File: src/rtl/mtp_pkg.sv
package mtp_pkg;

   localparam int unsigned CMD_W = 5;
   localparam int unsigned SUB_W = 3;

   localparam logic [CMD_W-1:0] CMD_NOP   = 5'd0;
   localparam logic [CMD_W-1:0] CMD_ROW   = 5'd1;
   localparam logic [CMD_W-1:0] CMD_READ  = 5'd2;
   localparam logic [CMD_W-1:0] CMD_WRITE = 5'd3;
   localparam logic [CMD_W-1:0] CMD_PRE   = 5'd4;
   localparam logic [CMD_W-1:0] CMD_LONG  = 5'd5;

   localparam logic [SUB_W-1:0] SUB_SEL   = 3'd1;
   localparam logic [SUB_W-1:0] SUB_STAT  = 3'd2;
   localparam logic [SUB_W-1:0] SUB_CLR   = 3'd3;

   typedef enum logic [1:0] {
      BOP_NONE  = 2'd0,
      BOP_READ  = 2'd1,
      BOP_WRITE = 2'd2,
      BOP_PRE   = 2'd3
   } bus_op_e;

endpackage

File: src/rtl/mtp_decode.sv
module mtp_decode
   import mtp_pkg::*;
#(
   parameter int NUM_MACROS = 3,
   parameter int MSEL_W     = 2
)(
   input  logic              clk,
   input  logic              rst_n,
   input  logic              tm_en,
   input  logic [CMD_W-1:0]  cmd,
   input  logic [SUB_W-1:0]  sub_code,
   input  logic [MSEL_W-1:0] sub_idx,
   output logic              row_ld,
   output bus_op_e           acc_op,
   output logic              sel_ld,
   output logic [MSEL_W-1:0] sel_idx,
   output logic              stat_rd,
   output logic              flag_clr,
   output logic              ill_hit
);

   logic armed_q;

   // a LONG command arms exactly one following cycle as a subcommand cycle
   always_ff @(posedge clk or negedge rst_n) begin
      if (!rst_n)
         armed_q <= 1'b0;
      else
         armed_q <= tm_en && !armed_q && (cmd == CMD_LONG);
   end

   assign sel_idx = sub_idx;

   always_comb begin
      row_ld   = 1'b0;
      acc_op   = BOP_NONE;
      sel_ld   = 1'b0;
      stat_rd  = 1'b0;
      flag_clr = 1'b0;
      ill_hit  = 1'b0;
      if (tm_en) begin
         if (armed_q) begin
            case (sub_code)
               SUB_SEL: begin
                  if (int'(sub_idx) < NUM_MACROS) sel_ld  = 1'b1;
                  else                            ill_hit = 1'b1;
               end
               SUB_STAT: stat_rd  = 1'b1;
               SUB_CLR:  flag_clr = 1'b1;
               default:  ill_hit  = 1'b1;
            endcase
         end else begin
            case (cmd)
               CMD_NOP:   ;
               CMD_LONG:  ;
               CMD_ROW:   row_ld = 1'b1;
               CMD_READ:  acc_op = BOP_READ;
               CMD_WRITE: acc_op = BOP_WRITE;
               CMD_PRE:   acc_op = BOP_PRE;
               default:   ill_hit = 1'b1;
            endcase
         end
      end
   end

   // a subcommand cycle never also starts an access
   assert_sub_no_access_R6: assert property (@(posedge clk) disable iff (!rst_n)
      armed_q |-> (acc_op == BOP_NONE && !row_ld));

endmodule

File: src/rtl/mtp_busgen.sv
module mtp_busgen
   import mtp_pkg::*;
#(
   parameter int ROW_W  = 12,
   parameter int COL_W  = 10,
   parameter int DATA_W = 8,
   localparam int ADDR_W = ROW_W + COL_W,
   localparam int WORD_W = DATA_W + 1
)(
   input  logic              clk,
   input  logic              rst_n,
   input  logic              tm_en,
   input  logic              row_ld,
   input  bus_op_e           acc_op,
   input  logic [ROW_W-1:0]  row_bits,
   input  logic [COL_W-1:0]  col_bits,
   input  logic [DATA_W-1:0] data_bits,
   output logic              bus_valid,
   output bus_op_e           bus_op,
   output logic [ADDR_W-1:0] bus_addr,
   output logic [WORD_W-1:0] bus_wdata
);

   logic [ROW_W-1:0] row_q;
   logic [COL_W-1:0] col_sel;

   assign col_sel = (acc_op == BOP_PRE) ? '0 : col_bits;

   always_ff @(posedge clk or negedge rst_n) begin
      if (!rst_n) begin
         row_q     <= '0;
         bus_valid <= 1'b0;
         bus_op    <= BOP_NONE;
         bus_addr  <= '0;
         bus_wdata <= '0;
      end else if (!tm_en) begin
         row_q     <= '0;
         bus_valid <= 1'b0;
         bus_op    <= BOP_NONE;
      end else begin
         bus_valid <= (acc_op != BOP_NONE);
         bus_op    <= acc_op;
         if (row_ld)
            row_q <= row_bits;
         if (acc_op != BOP_NONE)
            bus_addr <= {row_q, col_sel};
         if (acc_op == BOP_WRITE)
            bus_wdata <= {^data_bits, data_bits};
      end
   end

   // the row half of an issued address is the currently latched row
   assert_addr_row_R2: assert property (@(posedge clk) disable iff (!rst_n)
      bus_valid |-> (bus_addr[ADDR_W-1:COL_W] == row_q));

   // every write word leaves with even parity
   assert_wdata_parity_R4: assert property (@(posedge clk) disable iff (!rst_n)
      (bus_valid && bus_op == BOP_WRITE) |-> (^bus_wdata == 1'b0));

   // no strobe once test mode has been sampled low
   assert_no_strobe_off_R1: assert property (@(posedge clk) disable iff (!rst_n)
      !tm_en |=> !bus_valid);

endmodule

File: src/rtl/mtp_select.sv
module mtp_select
   import mtp_pkg::*;
#(
   parameter int NUM_MACROS = 3,
   parameter int MSEL_W     = 2,
   parameter int WORD_W     = 9
)(
   input  logic                         clk,
   input  logic                         rst_n,
   input  logic                         tm_en,
   input  logic                         sel_ld,
   input  logic [MSEL_W-1:0]            sel_idx,
   input  logic                         stat_rd,
   input  logic                         flag_clr,
   input  logic                         ill_hit,
   input  logic                         bus_valid,
   input  bus_op_e                      bus_op,
   input  logic [NUM_MACROS*WORD_W-1:0] mrd_bus,
   output logic [NUM_MACROS-1:0]        macro_en,
   output logic [WORD_W-1:0]            dout
);

   logic              tm_act;
   logic [MSEL_W-1:0] sel_q;
   logic              rd_wait;
   logic              perr_q;
   logic              ill_q;
   logic [WORD_W-1:0] words [NUM_MACROS];
   logic [WORD_W-1:0] picked;
   logic              bad_word;

   for (genvar i = 0; i < NUM_MACROS; i++) begin : g_slice
      assign words[i]    = mrd_bus[i*WORD_W +: WORD_W];
      assign macro_en[i] = tm_act && (sel_q == MSEL_W'(i));
   end

   if (NUM_MACROS == 1) begin : g_single
      assign picked = words[0];
   end else begin : g_mux
      always_comb begin
         picked = '0;
         for (int i = 0; i < NUM_MACROS; i++)
            if (sel_q == MSEL_W'(i)) picked = words[i];
      end
   end

   assign bad_word = rd_wait && (^picked);

   always_ff @(posedge clk or negedge rst_n) begin
      if (!rst_n) begin
         tm_act  <= 1'b0;
         sel_q   <= '0;
         rd_wait <= 1'b0;
         perr_q  <= 1'b0;
         ill_q   <= 1'b0;
         dout    <= '0;
      end else if (!tm_en) begin
         tm_act  <= 1'b0;
         sel_q   <= '0;
         rd_wait <= 1'b0;
         perr_q  <= 1'b0;
         ill_q   <= 1'b0;
         dout    <= '0;
      end else begin
         tm_act  <= 1'b1;
         rd_wait <= bus_valid && (bus_op == BOP_READ);
         if (sel_ld)
            sel_q <= sel_idx;
         perr_q <= bad_word || (perr_q && !flag_clr);
         ill_q  <= ill_hit  || (ill_q  && !flag_clr);
         if (rd_wait)
            dout <= picked;
         else if (stat_rd)
            dout <= WORD_W'({ill_q, perr_q});
      end
   end

   // at most one macro is enabled at any time
   assert_single_enable_R6: assert property (@(posedge clk) disable iff (!rst_n)
      $onehot0(macro_en));

   // enables and output drop after test mode is sampled low
   assert_quiet_off_R1: assert property (@(posedge clk) disable iff (!rst_n)
      !tm_en |=> (macro_en == '0 && dout == '0));

   // a captured word of odd parity raises the flag
   assert_perr_set_R5: assert property (@(posedge clk) disable iff (!rst_n)
      (tm_en && bad_word) |=> perr_q);

   // the parity flag is sticky until cleared or test mode ends
   assert_perr_sticky_R5: assert property (@(posedge clk) disable iff (!rst_n)
      (perr_q && tm_en && !flag_clr) |=> perr_q);

   // an illegal code always leaves the illegal flag set
   assert_ill_set_R9: assert property (@(posedge clk) disable iff (!rst_n)
      (tm_en && ill_hit) |=> ill_q);

endmodule

File: src/rtl/memtest_port.sv
module memtest_port
   import mtp_pkg::*;
#(
   parameter int NUM_MACROS = 3,
   parameter int FIELD_W    = 18,
   parameter int ROW_W      = 12,
   parameter int COL_W      = 10,
   parameter int DATA_W     = 8,
   localparam int ADDR_W    = ROW_W + COL_W,
   localparam int WORD_W    = DATA_W + 1,
   localparam int MSEL_W    = (NUM_MACROS > 1) ? $clog2(NUM_MACROS) : 1
)(
   input  logic                         clk,
   input  logic                         rst_n,
   input  logic                         tm_en,
   input  logic [CMD_W-1:0]             cmd,
   input  logic [FIELD_W-1:0]           field,
   input  logic [NUM_MACROS*WORD_W-1:0] mrd_bus,
   output logic                         bus_valid,
   output logic [1:0]                   bus_op,
   output logic [ADDR_W-1:0]            bus_addr,
   output logic [WORD_W-1:0]            bus_wdata,
   output logic [NUM_MACROS-1:0]        macro_en,
   output logic [WORD_W-1:0]            dout
);

   if (NUM_MACROS < 1) begin : g_bad_count
      $error("memtest_port: NUM_MACROS must be at least 1");
   end
   if (ROW_W > FIELD_W) begin : g_bad_row
      $error("memtest_port: row does not fit the shared field");
   end
   if (COL_W + DATA_W > FIELD_W) begin : g_bad_wr
      $error("memtest_port: column plus data exceed the shared field");
   end
   if (MSEL_W + SUB_W > FIELD_W) begin : g_bad_sub
      $error("memtest_port: subcommand and index overlap");
   end

   logic              row_ld;
   bus_op_e           acc_op;
   logic              sel_ld;
   logic [MSEL_W-1:0] sel_idx;
   logic              stat_rd;
   logic              flag_clr;
   logic              ill_hit;
   bus_op_e           bus_op_i;

   mtp_decode #(.NUM_MACROS(NUM_MACROS), .MSEL_W(MSEL_W)) u_dec (
      .clk      (clk),
      .rst_n    (rst_n),
      .tm_en    (tm_en),
      .cmd      (cmd),
      .sub_code (field[FIELD_W-1 -: SUB_W]),
      .sub_idx  (field[MSEL_W-1:0]),
      .row_ld   (row_ld),
      .acc_op   (acc_op),
      .sel_ld   (sel_ld),
      .sel_idx  (sel_idx),
      .stat_rd  (stat_rd),
      .flag_clr (flag_clr),
      .ill_hit  (ill_hit)
   );

   mtp_busgen #(.ROW_W(ROW_W), .COL_W(COL_W), .DATA_W(DATA_W)) u_bus (
      .clk       (clk),
      .rst_n     (rst_n),
      .tm_en     (tm_en),
      .row_ld    (row_ld),
      .acc_op    (acc_op),
      .row_bits  (field[ROW_W-1:0]),
      .col_bits  (field[COL_W-1:0]),
      .data_bits (field[COL_W +: DATA_W]),
      .bus_valid (bus_valid),
      .bus_op    (bus_op_i),
      .bus_addr  (bus_addr),
      .bus_wdata (bus_wdata)
   );

   mtp_select #(.NUM_MACROS(NUM_MACROS), .MSEL_W(MSEL_W), .WORD_W(WORD_W)) u_sel (
      .clk       (clk),
      .rst_n     (rst_n),
      .tm_en     (tm_en),
      .sel_ld    (sel_ld),
      .sel_idx   (sel_idx),
      .stat_rd   (stat_rd),
      .flag_clr  (flag_clr),
      .ill_hit   (ill_hit),
      .bus_valid (bus_valid),
      .bus_op    (bus_op_i),
      .mrd_bus   (mrd_bus),
      .macro_en  (macro_en),
      .dout      (dout)
   );

   assign bus_op = bus_op_i;

   // an illegal code issues no strobe in the following cycle
   assert_illegal_no_strobe_R9: assert property (@(posedge clk) disable iff (!rst_n)
      ill_hit |=> !bus_valid);

endmodule

File: config.mk
export PLATFORM = sky130hd
export DESIGN_NAME = memtest_port
export DESIGN_NICKNAME = d
export VERILOG_FILES = /design/src/rtl/mtp_pkg.sv /design/src/rtl/mtp_decode.sv /design/src/rtl/mtp_busgen.sv /design/src/rtl/mtp_select.sv /design/src/rtl/memtest_port.sv
export SDC_FILE = /design/constraint.sdc
export NUM_CORES = 1
export LEC_CHECK = 0
export BUFFER_PORTS_ARGS = -buffer_cell sky130_fd_sc_hd__buf_2
export CAP_MARGIN = 30
export CELL_PAD_IN_SITES_DETAIL_PLACEMENT = 0
export CELL_PAD_IN_SITES_GLOBAL_PLACEMENT = 1
export CORE_ASPECT_RATIO = 1.25
export CORE_MARGIN = 2
export CORE_UTILIZATION = 30
export DETAILED_ROUTE_END_ITERATION = 12
export HOLD_SLACK_MARGIN = 0.15
export PLACE_DENSITY = 0.75
export SLEW_MARGIN = 20
export SYNTH_ARGS = -nofsm -noshare
export SYNTH_HDL_FRONTEND = slang
export SYNTH_SLANG_ARGS = --single-unit
File: constraint.sdc
create_clock -name clk -period 2.61 [get_ports clk]
set_clock_uncertainty 0.1 [all_clocks]
set_input_delay 0 -clock clk [delete_from_list [all_inputs] [get_ports clk]]
set_output_delay 0 -clock clk [all_outputs]
set_load 0.005 [all_outputs]
==> impl_metrics.yaml, run 1 <==
run_status:
  status: "finished clean"
synthesis:
  synth.distinct_cells: 36
  synth_common_cells: "nand2_1 (66), dfrtp_1 (62), mux2i_1 (25)"
  netlist_top_cells_area: "dfrtp_1 (54%), mux2i_1 (8.8%), nand2_1 (8.7%)"
  synth_largest_area_cell: "dfrtp_1"
  synth_edf_count: 0
  synth_warnings: 0
  synthArstFlopShare_pct: 100
  synth-seq-cells: 62
  yosysSeqAreaShare_pct: 54.3
  synthCells: 264
  synth_nets: 318
  yosysMostFrequentCell: "nand2_1"
  avgSynthCellArea_um2: 10.8
  synth_flop_cell: "dfrtp_1"
  synth_area_mm2: 0.00286
  synth_top_area_share_pct: 54.3
sta:
  max_freq_ghz: 0.432
  relSlewSlack_pct: 49.4
  worst_slew_pin_slew_ns: 0.756
  fin_crit_sh_pct: 88.7
  min_period_ns: 2.31
  setup_violations: 0
  rsz0062_at_grt: "false"
  finalSetupTns_ns: 0
  drv_slew: 0
  hold_viol_final: 0
grt:
  gr-usage-met1_pct: 19.8
  grt_pass1_wl_um: 13200
  grt_max_degree: 30
  busiest_layer: "met2"
  antenna_found_initial: 0
  overflow: 0
  grt_pass1_vias: 2673
  grt_use_total_pct: 16.2
  gr-usage-met3_pct: 4.19
  gr-usage-met2_pct: 26.5
critical_path:
  path_buf_inv: 3
  crit_type: "reg2reg"
  reg2regPathDepth: 8
  r2r-end: "u_bus.bus_addr[5]"
  rr_startpoint: "u_dec.armed_q"
  worst-path-max-fanout: 21
  cp-start-kind: "register"
  cpPeakStageDelay_ns: 0.57
  reg2reg_slack_ns: 0.30
  crit_arrival_ns: 2.48
  cp_slowest_cell: "dlygate4sd3_1"
  cp.required_ns: 2.77
  crit_path_end_kind: "register"
  crit_family: "buffers and inverters"
  crit_chain: "nor3_2 -> nand2_2 -> a21o_1 -> inv_1 -> buf_4 -> nand2_1 -> a21oi_1 -> dlygate4sd3_1"
floorplanning:
  die-area_mm2: 0.0103
  fp.dieH_um: 113
  start_util_pct: 31.0
  rows: 39
  coreArea_mm2: 0.00922
  ios: 99
  die_width_um: 91.3
layout:
  multiInputGateArea_mm2: 0.00125
  fin_nets: 479
  register_area_mm2: 0.00155
  n_antenna_cell: 0
  layout-drive-gt1-share_pct: 31.4
  syn_to_final_growth_pct: 53.7
  fin_util_pct: 47.6
  fillerInstances: 847
route:
  drtPass1Iterations: 4
  wl_um: 7860
  via_count: 2497
  drt-wirelength-per-cell_um: 14.2
  final_antenna_net_count: 0
  drc: 0
  drtIter0Drc: 102
  post_drt_via_cell_ratio: 4.52
power_and_ir_drop:
  power_w: 0.00266
  vdd_ir_drop_max_uv: 272
  p_leak_nw: 2.29
  power_density_mw_per_mm2: 606
run:
  cap_violations: 0
min_path:
  hold_class: "in2reg"
  min_from: "mrd_bus[0]"
  hold_depth: 6
  hold_path_end: "u_sel.dout[0]"
clocking:
  ctsLongestPathBuffers: 2
  cts.htree.levels: 3
  cts_inserted_buffers: 9
  cts_root_buf: "clkbuf_16"
  insertion_delay_ns: 0.33
  clk_pin_slew_worst_paths_ns: 0.05
  cts_tree: "built"
  cts.sink_count: 62
  post_cts_buffers: 0
place:
  gp_congestion: 0.769
  hpwl_um: 5340
  io_buffers: 98
cells by family after synthesis:
logic type | after synthesis | share of synthesized area, %
adders and majority gates | 1 | 0.438
xor gates and xnor gates | 11 | 4.33
DFF | 62 | 54.3
buffers and inverters | 16 | 2.58
AOI/OAI and AO/OA | 34 | 8.71
and+or+nand+nor | 107 | 17.8
muxes | 33 | 11.9
metal layers:
metal	vias up	wire [µm]
li1	1220	-
met1	1183	3400
met2	79	3870
met3	15	390
met4	0	201
met5	-	0
what timing repair did:
item / CTS / global route
endpoints found under the hold margin: 113 / 0
hold buffers: 56 / 0
endpoints found under the setup margin: 0 / 7
gates resized for setup: 0 / 3
sequential cells by signal (all words and copies together), names as in the netlist:
signal           count
u_bus.bus_addr      22
u_sel.sel_q          2
u_bus.bus_valid      1
u_sel.perr_q         1
u_bus.row_q         12
u_dec.armed_q        1
u_sel.tm_act         1
u_bus.bus_op         2
u_sel.dout           9
u_sel.ill_q          1
u_bus.bus_wdata      9
u_sel.rd_wait        1
cell usage in the layout (no fill, tap or decap), drive strengths merged, types with 2 or more instances in the layout:
master | synthesis | routed
a21oi | 12 | 12
a22o | 7 | 7
and2 | 4 | 4
buf | 7 | 106
clkbuf | 5 | 12
clkinv | 0 | 3
dfrtp | 62 | 62
dlygate4sd3 | 0 | 56
inv | 4 | 4
mux2 | 8 | 8
mux2i | 25 | 25
nand2 | 66 | 66
nand2b | 3 | 3
nand3 | 2 | 2
nand3b | 2 | 2
nor2 | 3 | 3
nor2b | 17 | 17
nor3 | 5 | 5
nor3b | 2 | 2
o21ai | 2 | 2
o2bb2ai | 9 | 9
xnor2 | 6 | 6
xnor3 | 2 | 2
xor2 | 3 | 3
metrics by stage:
step                cell area (µm²)  hold WS [ns]  setup slack, ns  cells
floorplan                      2860        -0.396            0.777    264
global placement               3500         0.122            0.562    480
detailed placement             3520        -0.137            0.483    481
CTS                            4380         0.216            0.149    553
global route                   4390         0.364            0.116    553
finish                         4390         0.220            0.296    553
area by class of cell:
cell class	instances	area share, %
flip-flops and latches	62	35.3
clock buffers	12	5.84
repair buffers	162	25.6
multi-input cells	186	28.4
clock inverters	4	1.03
inverters	4	0.342
well taps	123	3.50
worst register-to-register path: cells and delay by family (launching register included):
kind,cells,cell delay (ns)
AOI/OAI and AO/OA,2,0.34
buffers and inverters,3,0.90
DFF,1,0.41
and+or+nand+nor,3,0.50
power breakdown:
| part | internal (W) | total (W) | switching (W) |
|---|---|---|---|
| clock network | 0.000785 | 0.00119 | 0.000403 |
| registers | 0.00103 | 0.00107 | 0.0000358 |
| logic | 0.000236 | 0.000406 | 0.000170 |
| total | 0.00205 | 0.00266 | 0.000609 |
how the worst max path moves through the flow:
stage | startpoint | to | slack, ns | depth (start not counted)
global route | u_dec.armed_q | u_bus.bus_addr[1] | 0.12 | 8
detailed placement | u_sel.sel_q[1] | u_sel.perr_q | 0.48 | 7
global placement | u_dec.armed_q | u_bus.row_q[1] | 0.56 | 4
CTS | u_dec.armed_q | u_bus.bus_addr[5] | 0.15 | 5
floorplan | u_dec.armed_q | u_bus.row_q[10] | 0.78 | 6
finish | u_dec.armed_q | u_bus.bus_addr[5] | 0.30 | 8
Note: power is estimated with default switching activity, not from simulation.
==> run 2, diff against run 1 <==
- ABC_AREA: not set -> 1
- PLACE_DENSITY: 0.75 -> 0.78
==> run 2 against run 1 <==
- first-iteration DRC count rose by 32%
- cell count rose by 23%
- non-clock buffer count fell by 3
- design area rose by 3.0%
- clock-buffer cell count rose by 1
- register-to-register slack got worse by 0.05 ns
- wire length rose by 13%
- highest routed layer unchanged
- critical endpoint is now u_bus.bus_wdata[2]
- via count rose by 24%
==> impl_metrics.yaml, run 2 <==
synthesis:
  synthCells: 391
  synth_area_mm2: 0.00301
  synth_nets: 445
  yosys.area_share.simple_pct: 31.3
  synth_largest_area_cell: "dfrtp_1"
  synthArstFlopShare_pct: 100
  synth_top_area_share_pct: 51.5
  synth.distinct_cells: 28
  synth_top_family_by_area: "simple AND/OR/NAND/NOR gates"
  synth_flop_cell: "dfrtp_1"
  synth-seq-cells: 62
  yosysSeqAreaShare_pct: 51.5
  synth_fa_ha_area_share_pct: 0.416
  netlist_top_cells_area: "dfrtp_1 (52%), nand2_1 (19%), nand3_1 (6.8%)"
  synth_warnings: 0
  synth_compound_area_share_pct: 8.81
  yosysMostFrequentCell: "nand2_1"
  synthMuxAreaShare_pct: 0
  synth_edf_count: 0
  synth_common_cells: "nand2_1 (156), dfrtp_1 (62), nand3_1 (41)"
  synth-xor-area-share_pct: 1.75
  avgSynthCellArea_um2: 7.70
power_and_ir_drop:
  power_density_mw_per_mm2: 646
  vdd_ir_drop_max_uv: 328
  p_leak_nw: 2.38
layout:
  mostFrequentLayoutCells: "nand2_1 (156), buf_2 (98), dfrtp_1 (60), dlygate4sd3_1 (57), nand3_1 (41)"
  reg_top3: "u_bus.bus_addr x22, u_bus.row_q x12"
  n_antenna_cell: 0
  largest_reg_flops: 22
  syn_to_final_growth_pct: 50.2
  fin_nets: 603
  final_common_cell: "nand2_1"
  layout-drive-gt1-share_pct: 22.6
  fin_util_pct: 46.6
  top_register: "u_bus.bus_addr"
grt:
  antenna_found_initial: 0
  overflow: 0
  grt_max_degree: 30
  grt_pass1_wl_um: 14200
  grt_use_total_pct: 16.5
  grt_pass1_vias: 3040
critical_path:
  crit_family: "buffers and inverters"
  crit_chain: "dlygate4sd3_1 -> buf_2 -> nor2_2 -> nand3_1 -> dlygate4sd3_1 -> o21ai_2 -> nand2_2 -> nor2_4 -> nand2_1 -> dlygate4sd3_1 -> nand2_1"
  crit_top_cell: "dlygate4sd3_1"
  r2r-end: "u_sel.perr_q"
  cp.required_ns: 2.76
  cpPeakStageDelay_ns: 0.57
  crit_arrival_ns: 2.60
  reg2reg_slack_ns: 0.25
  cp-start-kind: "input pin"
  rr_startpoint: "u_sel.sel_q[1]"
  cp_slowest_cell: "dlygate4sd3_1"
  reg2regPathDepth: 13
  path_buf_inv: 4
  worst-path-max-fanout: 6
  crit_type: "in2reg"
  crit_path_end_kind: "register"
route:
  drc: 0
  final_antenna_net_count: 0
  via_count: 3093
  drtIter0Drc: 135
  wl_um: 8850
  post_drt_via_cell_ratio: 4.55
  drtPass1Iterations: 4
  drt-wirelength-per-cell_um: 13.0
sta:
  drv_slew: 0
  max_freq_ghz: 0.409
  holdWs_ns: 0.137
  rsz0062_at_grt: "false"
  worst_slew_pin_slew_ns: 0.654
  relSlewSlack_pct: 56.3
  hold_viol_final: 0
  finalSetupTns_ns: 0
  fin_crit_sh_pct: 93.7
  fin_ws_ns: 0.165
  min_period_ns: 2.44
  setup_violations: 0
clocking:
  post_cts_buffers: 0
  cts_inserted_buffers: 9
  insertion_delay_ns: 0.32
  cts.htree.levels: 3
  clk_pin_slew_worst_paths_ns: 0.05
  cts_tree: "built"
  cts_root_buf: "clkbuf_16"
  ctsLongestPathBuffers: 2
  cts.sink_count: 62
floorplanning:
  coreArea_mm2: 0.00971
  ios: 99
  die_width_um: 93.6
  start_util_pct: 31.0
  rows: 40
  fp.dieH_um: 116
  die-area_mm2: 0.0109
run:
  cap_violations: 0
place:
  io_buffers: 98
  hpwl_um: 6270
  gp_congestion: 0.787
  place_ws_ns: 0.597
run_status:
  status: "finished clean"
min_path:
  hold_class: "in2async"
==> run 2: cell types whose count changed after synthesis, sizes merged, moves of 7 or more <==
cell	change
nor2b	-17
nand3	+39
a22o	-7
a21oi	-7
mux2	-8
nor2	+18
nand2	+92
inv	+27
o2bb2ai	-9
mux2i	-25
o21ai	+38
==> run 2: kinds of logic after synthesis <==
family,Yosys count
xor+xnor,6
flops,62
compound gates,50
fa+ha+maj,1
buf+inv,44
simple gates,228
==> run 2: metrics by stage <==
stage | instance area [µm²] | total power (W) | instances
final | 4520 | 0.00292 | 680
after global routing | 4520 | 0.00308 | 680
after CTS | 4510 | 0.00295 | 680
after detailed placement | 3620 | 0.00161 | 607
after global placement | 3620 | 0.00160 | 607
after floorplan | 3010 | 0.00138 | 391
==> run 2: metal layers <==
metal	global-route usage [%]	routed length (µm)	part of all wire, %
met1	21.0	3940	44
met5	0	0	0
met3	3.97	528	6.0
met2	27.7	4220	48
met4	5.70	163	1.8
==> run 2: final cells by class <==
cell class / count / area, µm²
Fill cell: 1016 / 5190
Multi-Input combinational cell: 285 / 1280
Inverter: 32 / 124
Tap cell: 126 / 158
Clock inverter: 3 / 67.6
Timing Repair Buffer: 159 / 1090
Clock buffer: 13 / 250
Sequential cell: 62 / 1550
==> run 2: what timing repair did <==
item                                    CTS  global route
hold buffers                             57             0
endpoints found under the setup margin    0             8
endpoints found under the hold margin    87             0
resized for setup                         0             5
==> run 2: how the worst max path moves through the flow <==
stage,from,to,depth (start not counted)
3_3_place_gp,u_dec.armed_q,u_bus.row_q[5],7
3_5_place_dp,u_sel.sel_q[0],u_sel.perr_q,12
6_report,cmd[2],u_bus.bus_wdata[2],11
2_1_floorplan,u_sel.sel_q[0],u_sel.perr_q,13
4_1_cts,u_sel.sel_q[1],u_sel.perr_q,12
5_1_grt,cmd[2],u_bus.bus_wdata[2],11
==> run 2: power by group <==
group | leakage (nW) | internal [W] | switching, W
Combinational | 1.41 | 0.000250 | 0.000281
Clock | 0.150 | 0.000862 | 0.000401
Sequential | 0.824 | 0.00107 | 0.0000626
